**src/rtl/pwr_mode_pkg.sv**
```systemverilog
package pwr_mode_pkg;

   typedef enum logic [1:0] {
      MODE_NORMAL  = 2'b00,
      MODE_SLOW    = 2'b01,
      MODE_STANDBY = 2'b10,
      MODE_HALT    = 2'b11
   } pwr_mode_e;

   localparam int unsigned WAKE_SRC_MAX = 32;

   function automatic logic is_low_power(input pwr_mode_e m);
      return (m == MODE_STANDBY) || (m == MODE_HALT);
   endfunction

endpackage

```
**src/rtl/pwr_wake_filter.sv**
```systemverilog
module pwr_wake_filter
   import pwr_mode_pkg::*;
#(
   parameter int unsigned          NUM_SRC        = 8,
   parameter logic [NUM_SRC-1:0]   HALT_WAKE_MASK = '1
) (
   input  pwr_mode_e            mode_i,
   input  logic [NUM_SRC-1:0]   irq_req_i,
   input  logic [NUM_SRC-1:0]   irq_en_i,
   output logic                 wake_o
);

   logic              in_standby;
   logic              in_halt;
   logic [NUM_SRC-1:0] armed;

   assign in_standby = (mode_i == MODE_STANDBY);
   assign in_halt    = (mode_i == MODE_HALT);

   for (genvar i = 0; i < NUM_SRC; i++) begin : g_src
      if (HALT_WAKE_MASK[i]) begin : g_halt_ok
         assign armed[i] = irq_req_i[i] & irq_en_i[i] & (in_standby | in_halt);
      end else begin : g_standby_only
         assign armed[i] = irq_req_i[i] & irq_en_i[i] & in_standby;
      end
   end

   assign wake_o = |armed;

endmodule

```
**src/rtl/pwr_settle_timer.sv**
```systemverilog
module pwr_settle_timer #(
   parameter int unsigned SETTLE_CYC = 16
) (
   input  logic clk,
   input  logic rst_n,
   input  logic start_i,
   output logic done_o
);

   if (SETTLE_CYC == 0) begin : g_none
      logic unused_inputs;
      assign unused_inputs = start_i ^ clk ^ rst_n;
      assign done_o        = 1'b1;
   end else begin : g_cnt
      localparam int unsigned CW = $clog2(SETTLE_CYC + 1);
      logic [CW-1:0] cnt_q;

      always_ff @(posedge clk or negedge rst_n) begin
         if (!rst_n)               cnt_q <= '0;
         else if (start_i)         cnt_q <= CW'(SETTLE_CYC);
         else if (cnt_q != '0)     cnt_q <= cnt_q - 1'b1;
      end

      assign done_o = (cnt_q == '0);

      // a fresh settle window never reports done on the next cycle
      assert_settle_restart_R10: assert property (
         @(posedge clk) disable iff (!rst_n) start_i |=> !done_o);
   end

endmodule

```
**src/rtl/pwr_clk_map.sv**
```systemverilog
module pwr_clk_map
   import pwr_mode_pkg::*;
(
   input  pwr_mode_e mode_i,
   input  logic      sby_ls_i,
   input  logic      settled_i,
   output logic      hs_en_o,
   output logic      ls_en_o,
   output logic      core_en_o,
   output logic      periph_en_o
);

   always_comb begin
      hs_en_o     = 1'b0;
      ls_en_o     = 1'b0;
      core_en_o   = 1'b0;
      periph_en_o = 1'b0;
      unique case (mode_i)
         MODE_NORMAL: begin
            hs_en_o     = 1'b1;
            core_en_o   = settled_i;
            periph_en_o = settled_i;
         end
         MODE_SLOW: begin
            ls_en_o     = 1'b1;
            core_en_o   = 1'b1;
            periph_en_o = 1'b1;
         end
         MODE_STANDBY: begin
            hs_en_o     = !sby_ls_i;
            ls_en_o     = sby_ls_i;
            periph_en_o = 1'b1;
         end
         MODE_HALT: begin
         end
         default: begin
         end
      endcase
   end

endmodule

```
**src/rtl/pwr_mode_ctrl.sv**
```systemverilog
module pwr_mode_ctrl
   import pwr_mode_pkg::*;
#(
   parameter int unsigned        NUM_SRC        = 8,
   parameter logic [NUM_SRC-1:0] HALT_WAKE_MASK = 8'hDC,
   parameter int unsigned        SETTLE_CYC     = 16
) (
   input  logic               clk,
   input  logic               rst_n,
   input  logic               cmd_valid,
   input  logic [1:0]         cmd_mode,
   input  logic               wake_target,
   input  logic [NUM_SRC-1:0] irq_req,
   input  logic [NUM_SRC-1:0] irq_en,
   output logic               hs_clk_en,
   output logic               ls_clk_en,
   output logic               core_clk_en,
   output logic               periph_clk_en,
   output logic [1:0]         mode_o,
   output logic               wake_pulse
);

   initial begin
      assert (NUM_SRC >= 1 && NUM_SRC <= WAKE_SRC_MAX)
         else $error("pwr_mode_ctrl: NUM_SRC out of range");
      assert (SETTLE_CYC < 65536)
         else $error("pwr_mode_ctrl: SETTLE_CYC too large");
   end

   pwr_mode_e mode_q, mode_d;
   logic      sby_ls_q, sby_ls_d;
   logic      wake_q, wake_d;
   logic      wake_hit;
   logic      settled;
   logic      settle_start;
   logic      hs_was_on;
   pwr_mode_e req_mode;

   assign req_mode = pwr_mode_e'(cmd_mode);

   pwr_wake_filter #(
      .NUM_SRC        (NUM_SRC),
      .HALT_WAKE_MASK (HALT_WAKE_MASK)
   ) u_filter (
      .mode_i    (mode_q),
      .irq_req_i (irq_req),
      .irq_en_i  (irq_en),
      .wake_o    (wake_hit)
   );

   pwr_settle_timer #(
      .SETTLE_CYC (SETTLE_CYC)
   ) u_settle (
      .clk     (clk),
      .rst_n   (rst_n),
      .start_i (settle_start),
      .done_o  (settled)
   );

   pwr_clk_map u_map (
      .mode_i      (mode_q),
      .sby_ls_i    (sby_ls_q),
      .settled_i   (settled),
      .hs_en_o     (hs_clk_en),
      .ls_en_o     (ls_clk_en),
      .core_en_o   (core_clk_en),
      .periph_en_o (periph_clk_en)
   );

   always_comb begin
      mode_d   = mode_q;
      sby_ls_d = sby_ls_q;
      wake_d   = 1'b0;
      if (is_low_power(mode_q) && wake_hit) begin
         mode_d = wake_target ? MODE_SLOW : MODE_NORMAL;
         wake_d = 1'b1;
      end else if (core_clk_en && cmd_valid && (req_mode != mode_q)) begin
         mode_d = req_mode;
         if (req_mode == MODE_STANDBY) sby_ls_d = (mode_q == MODE_SLOW);
      end
   end

   assign hs_was_on    = (mode_q == MODE_NORMAL) ||
                         ((mode_q == MODE_STANDBY) && !sby_ls_q);
   assign settle_start = (mode_d == MODE_NORMAL) && !hs_was_on;

   always_ff @(posedge clk or negedge rst_n) begin
      if (!rst_n) begin
         mode_q   <= MODE_NORMAL;
         sby_ls_q <= 1'b0;
         wake_q   <= 1'b0;
      end else begin
         mode_q   <= mode_d;
         sby_ls_q <= sby_ls_d;
         wake_q   <= wake_d;
      end
   end

   assign mode_o     = mode_q;
   assign wake_pulse = wake_q;

   assert_halt_all_off_R5: assert property (
      @(posedge clk) disable iff (!rst_n)
      (mode_q == MODE_HALT) |-> (!hs_clk_en && !ls_clk_en && !periph_clk_en && !core_clk_en));

   assert_core_stopped_R4: assert property (
      @(posedge clk) disable iff (!rst_n)
      (mode_q == MODE_STANDBY) |-> (!core_clk_en && periph_clk_en && (hs_clk_en != ls_clk_en)));

   assert_standby_wakes_R6: assert property (
      @(posedge clk) disable iff (!rst_n)
      ((mode_q == MODE_STANDBY) && ((irq_req & irq_en) != '0)) |=> wake_q);

   assert_halt_masked_R7: assert property (
      @(posedge clk) disable iff (!rst_n)
      ((mode_q == MODE_HALT) && ((irq_req & irq_en & HALT_WAKE_MASK) == '0)) |=> (mode_q == MODE_HALT));

   assert_wake_single_R9: assert property (
      @(posedge clk) disable iff (!rst_n) wake_q |=> !wake_q);

   assert_cmd_ignored_R11: assert property (
      @(posedge clk) disable iff (!rst_n)
      (!core_clk_en && !(is_low_power(mode_q) && wake_hit)) |=> $stable(mode_q));

   assert_no_pulse_run_R12: assert property (
      @(posedge clk) disable iff (!rst_n)
      !is_low_power(mode_q) |=> !wake_q);

endmodule

```
**config.mk**
```make
export PLATFORM = sky130hd
export DESIGN_NAME = pwr_mode_ctrl
export DESIGN_NICKNAME = d
export VERILOG_FILES = /design/src/rtl/pwr_mode_pkg.sv /design/src/rtl/pwr_wake_filter.sv /design/src/rtl/pwr_settle_timer.sv /design/src/rtl/pwr_clk_map.sv /design/src/rtl/pwr_mode_ctrl.sv
export SDC_FILE = /design/constraint.sdc
export NUM_CORES = 1
export LEC_CHECK = 0
export BUFFER_PORTS_ARGS = -buffer_cell sky130_fd_sc_hd__buf_2
export CAP_MARGIN = 0
export CORE_UTILIZATION = 49
export CTS_CLUSTER_SIZE = 20
export DETAILED_ROUTE_END_ITERATION = 10
export GPL_TIMING_DRIVEN = 0
export HOLD_SLACK_MARGIN = 0.1
export PLACE_DENSITY = 0.89
export SYNTH_ARGS = -nofsm -noshare
export SYNTH_HDL_FRONTEND = slang
export SYNTH_SLANG_ARGS = --single-unit
```
**constraint.sdc**
```tcl
create_clock -name clk -period 4.9 [get_ports clk]
set_clock_uncertainty 0.2 [all_clocks]
set_input_delay 0.49 -clock clk [delete_from_list [all_inputs] [get_ports clk]]
set_output_delay 0.49 -clock clk [all_outputs]
set_load 0.005 [all_outputs]
```
== Word-level counts from Yosys, hierarchy flattened ==
Index checks and enable logic that the tools add are counted.
Word-level totals
  bits in registers: 9
  output and inout bits: 7
Cells by class
  $add $sub $neg: 1
  equal/unequal tests: 5
  mux-type cells: 10
  bitwise gates (word level): 18
  reductions and logical operators: 17
Operators with widths (count)
  1-bit bitwise AND: 16
  5-bit 2-to-1 mux: 2
  1-bit case mux with 2 select lines: 4
  8-bit OR reduction: 1
  2-bit equality test, second input constant: 3
  1-bit logical AND: 5
  5-bit zero test: 1
  5-bit nonzero test: 1
  5-bit by 1-bit subtractor with 5-bit output, second input constant: 1
  2-bit zero test: 2
  2-bit 2-to-1 mux: 2
  3-bit AND reduction: 1
  2-bit by 1-bit equality test with 1-bit output, second input constant: 1
  1-bit zero test: 2
  1-bit logical OR: 2
  1-bit 2-to-1 mux: 2
  2-bit inequality test: 1
  2-bit nonzero test: 1
  2-bit OR reduction: 1
  1-bit NOT: 1
  1-bit OR: 1

== Longest topological paths before layout ==
  depth in word-level cells: 9
  depth in mapped cells: 7

== Modules after synthesis ==
From an unflattened synthesis, not the netlist that was laid out.
Second synthesis, totals
  cell total of the unflattened synthesis: 63
  area total of the unflattened synthesis: 603.1 µm²
By module, submodules not included
  pwr_settle_timer: instances 1, cells each 26, area an instance 255.2 µm², seq. area each 125.1 µm²
  pwr_mode_ctrl: instances 1, cells each 19, area an instance 210.2 µm², seq. area each 100.1 µm²
  pwr_clk_map: instances 1, cells each 13, area an instance 96.3 µm², seq. area each 0.0 µm²
  pwr_wake_filter: instances 1, cells each 5, area an instance 41.3 µm², seq. area each 0.0 µm²

== Worst setup path before layout ==
Ideal clock, no wire load.
  path kind: register -> register
  start: register u_settle.g_cnt.cnt_q[0]
  end: register sby_ls_q
  setup time: 0.128 ns
  data arrival time: 1.685 ns
  setup slack: 2.887 ns
  stages on the path, launching flop included: 7
  path buffers: 0
  period minus slack after synthesis: 2.013 ns
  cell sequence: dfrtp_1 inv_1 ha_1 nor4b_4 a31oi_2 a211oi_2 mux2_1
On the way
  cells in the longest elaborated chain, start to end: 5
RTL lines
  start, declared: RTL line pwr_settle_timer.sv:16  | logic [CW-1:0] cnt_q;
  start signal, assigned: RTL line pwr_settle_timer.sv:20  | else if (start_i) cnt_q <= CW'(SETTLE_CYC);
  start signal, assigned: RTL line pwr_settle_timer.sv:21  | else if (cnt_q != '0) cnt_q <= cnt_q - 1'b1;
  5-bit zero test: RTL line pwr_settle_timer.sv:24  | assign done_o = (cnt_q == '0);
  1-bit case mux with 2 select lines: RTL line pwr_clk_map.sv:18  | unique case (mode_i)
  1-bit logical AND (2 in series): RTL line pwr_mode_ctrl.sv:77  | end else if (core_clk_en && cmd_valid && (req_mode != mode_q)) begin
  3-bit AND reduction (no line)
  end signal, assigned: RTL line pwr_mode_ctrl.sv:94  | sby_ls_q <= sby_ls_d;
  end, declared: RTL line pwr_mode_ctrl.sv:31  | logic sby_ls_q, sby_ls_d;
Every way passes these cells.
A chain may end at the register's enable or synchronous reset.

== Final worst setup path ==
  start: register u_settle.g_cnt.cnt_q[0]
  end: output port periph_clk_en
On the way
  cells in the longest elaborated chain, start to end: 2
RTL lines
  5-bit zero test: RTL line pwr_settle_timer.sv:24
  1-bit case mux with 2 select lines: RTL line pwr_clk_map.sv:18
  end, declared: RTL line pwr_mode_ctrl.sv:18  | output logic periph_clk_en,
Every way passes these cells.

==> results.cfg <==
[synthesis]
postSynthCellCount = 72
synth_area_leaders = dfrtp_1 33%, ha_1 11%, o211a_1 5.8%
ys_seq_area_frac = 0.328
yosys_warnings = 0
synth_nets = 100
synth_cell_types = 28
syn-cell-area_um2 = 687
ys_seq_elements = 9
avgSynthCellArea_um2 = 9.54
yosysTopAreaCellShare = 0.328
synth_top_area_cell = dfrtp_1

[timing]
rsz0062_at_grt = false
timing_hold_violations_final = 0
finalMaxSlewViolations = 0
relSlewSlack = 0.695
fmax_ghz = 0.417
final.setup.tns_ns = 0
setup_viol = 0
tightest_slew_ns = 0.456
min_period_ns = 2.40
finalCritPeriodShare = 0.489

[critical_path]
crit_fanout = 7
cp-start-kind = register
crit_arrival_ns = 1.71
reg2reg_to = sby_ls_q$_DFFE_PN0P_
reg2reg_depth = 6
crit_type = register to primary output
end_kind = primary output
reg2reg_from = u_settle.g_cnt.cnt_q[0]$_DFFE_PN0P_
reg2reg_slack_ns = 2.66
required_ns = 4.21
crit_start = u_settle.g_cnt.cnt_q[0]$_DFFE_PN0P_
endpoint = periph_clk_en

[place]
port_buffers = 28
dpl.hpwl_um = 1290
gp_congestion = 0.754
placed_cell_area_um2 = 846
dp_cells = 115

[cells_and_area]
mostFrequentLayoutCells = 28 x buf_2, 9 x dfrtp_1, 8 x inv_1
drive_gt1_frac = 0.362
area_delta_synth_final_pct = 28.4
final_common_cell = buf_2
num_antenna_cells = 0
final_nets = 134
final_area_um2 = 882
stdcell_count = 120
fill_cells = 109
fin_util = 0.678

[drt]
viasPerCell = 5.58
drtIter0Drc = 11
routed_wl_um = 1540
drtPass1Iterations = 4
ant_nets = 0
avgRoutedWirePerCell_um = 12.9
vias = 669
drc = 0

[die]
ios = 29
fp.dieW_um = 39.4
die_h_um = 39.4
die-area_um2 = 1560
num_rows = 13
floorplan.initialDensity = 0.528
core_area_um2 = 1300

[run]
drv_cap = 0

[clock_network]
clockBufferDepth = 2
clkLatencyLatePin_ns = 0.25
cts_buffers = 3
cts_tree = built
numClockSinks = 9
cts-root-buf = clkbuf_4
path_clk_slew_ns = 0.06
htree_levels = 1

[grt]
antenna_found_initial = 0
grt_pass1_vias = 633
grt_pass1_wl_um = 2440
grt_use_total = 0.234
grt_remaining_overflow = 0
grt_max_degree = 10

[power_and_ir_drop]
vdd_drop_max_mv = 0.318
power_leakage_nw = 0.474
powerDensity_nw_per_um2 = 611
fin_total_pwr_uw = 539

[hold_path]
hold_path_class = register to register

[outcome]
status = complete, no violations
-- per-layer routing --
layer,track usage,part of all wire
met1,0.238,0.39
met5,0,0
met2,0.451,0.57
met3,0.0568,0.042
met4,0.0776,0
-- worst min path at each step --
stage / from / endpoint / cells after the start
finish: sby_ls_q$_DFFE_PN0P_ / sby_ls_q$_DFFE_PN0P_ / 1
floorplan: rst_n / mode_o[0]$_DFF_PN0_ / 0
detailed placement: rst_n / u_settle.g_cnt.cnt_q[4]$_DFFE_PN0P_ / 1
CTS: sby_ls_q$_DFFE_PN0P_ / sby_ls_q$_DFFE_PN0P_ / 1
global route: wake_target / mode_o[0]$_DFF_PN0_ / 3
global placement: rst_n / u_settle.g_cnt.cnt_q[4]$_DFFE_PN0P_ / 1
-- power breakdown --
group | switching, mW | total, mW | internal, mW
combinational | 0.164 | 0.328 | 0.164
clock | 0.0245 | 0.0558 | 0.0313
sequential | 0.0430 | 0.155 | 0.112
total | 0.232 | 0.539 | 0.307
-- synthesized netlist by cell type (all sizes together) --
library cell	number
a21oi	6
nor2	6
a211oi	2
mux2i	2
nand2	4
and2	1
xnor2	2
dfrtp	9
a31oi	2
nand3	2
inv	8
nor3	1
a211o	1
nor2b	1
ha	6
a21o	2
nand4	1
mux2	2
or2	1
a22oi	4
nor4b	1
o21ai	2
o211ai	2
o211a	4
-- cell type report --
class / instances / area [um^2] / share of cell area
multi-input combinational: 55 / 432 / 0.489
tap: 15 / 18.8 / 0.0213
inverter: 8 / 30.0 / 0.0340
clock buffer: 4 / 26.3 / 0.0298
timing repair buffer: 29 / 150 / 0.170
sequential: 9 / 225 / 0.255
-- registers in the layout, summed over array words and instances, names as in the netlist --
name and count:
u_settle.g_cnt.cnt_q 5, mode_o 2, sby_ls_q 1, wake_pulse 1
-- worst max-delay path, cell delays in order (launching register included) --
cell	delay, ns
dfrtp_1	0.42
inv_1	0.10
ha_1	0.19
nor4b_4	0.42
a21oi_1	0.13
nor2_1	0.09
buf_2	0.11
-- stage by stage --
step                worst slack, ns  hold slack (ns)
finish                         2.50            0.320
global route                   2.30            0.332
floorplan                      2.89         -0.00559
detailed placement             2.64            0.146
global placement               2.70            0.144
CTS                            2.48            0.323
-- cell families after synthesis --
| logic type | synth area share |
|---|---|
| buf+inv | 0.0437 |
| compound gates | 0.284 |
| mux | 0.0619 |
| flops | 0.328 |
| fa+ha+maj | 0.109 |
| simple gates | 0.148 |
| xor+xnor | 0.0255 |
-- what timing repair did --
| item | in CTS | in global routing |
|---|---|---|
| gates resized for setup | 0 | 0 |
| hold endpoints to repair | 9 | 0 |
| hold buffers | 1 | 0 |
| endpoints found under the setup margin | 0 | 0 |
| setup buffers | 0 | 0 |
(Power assumes the default switching activity.)
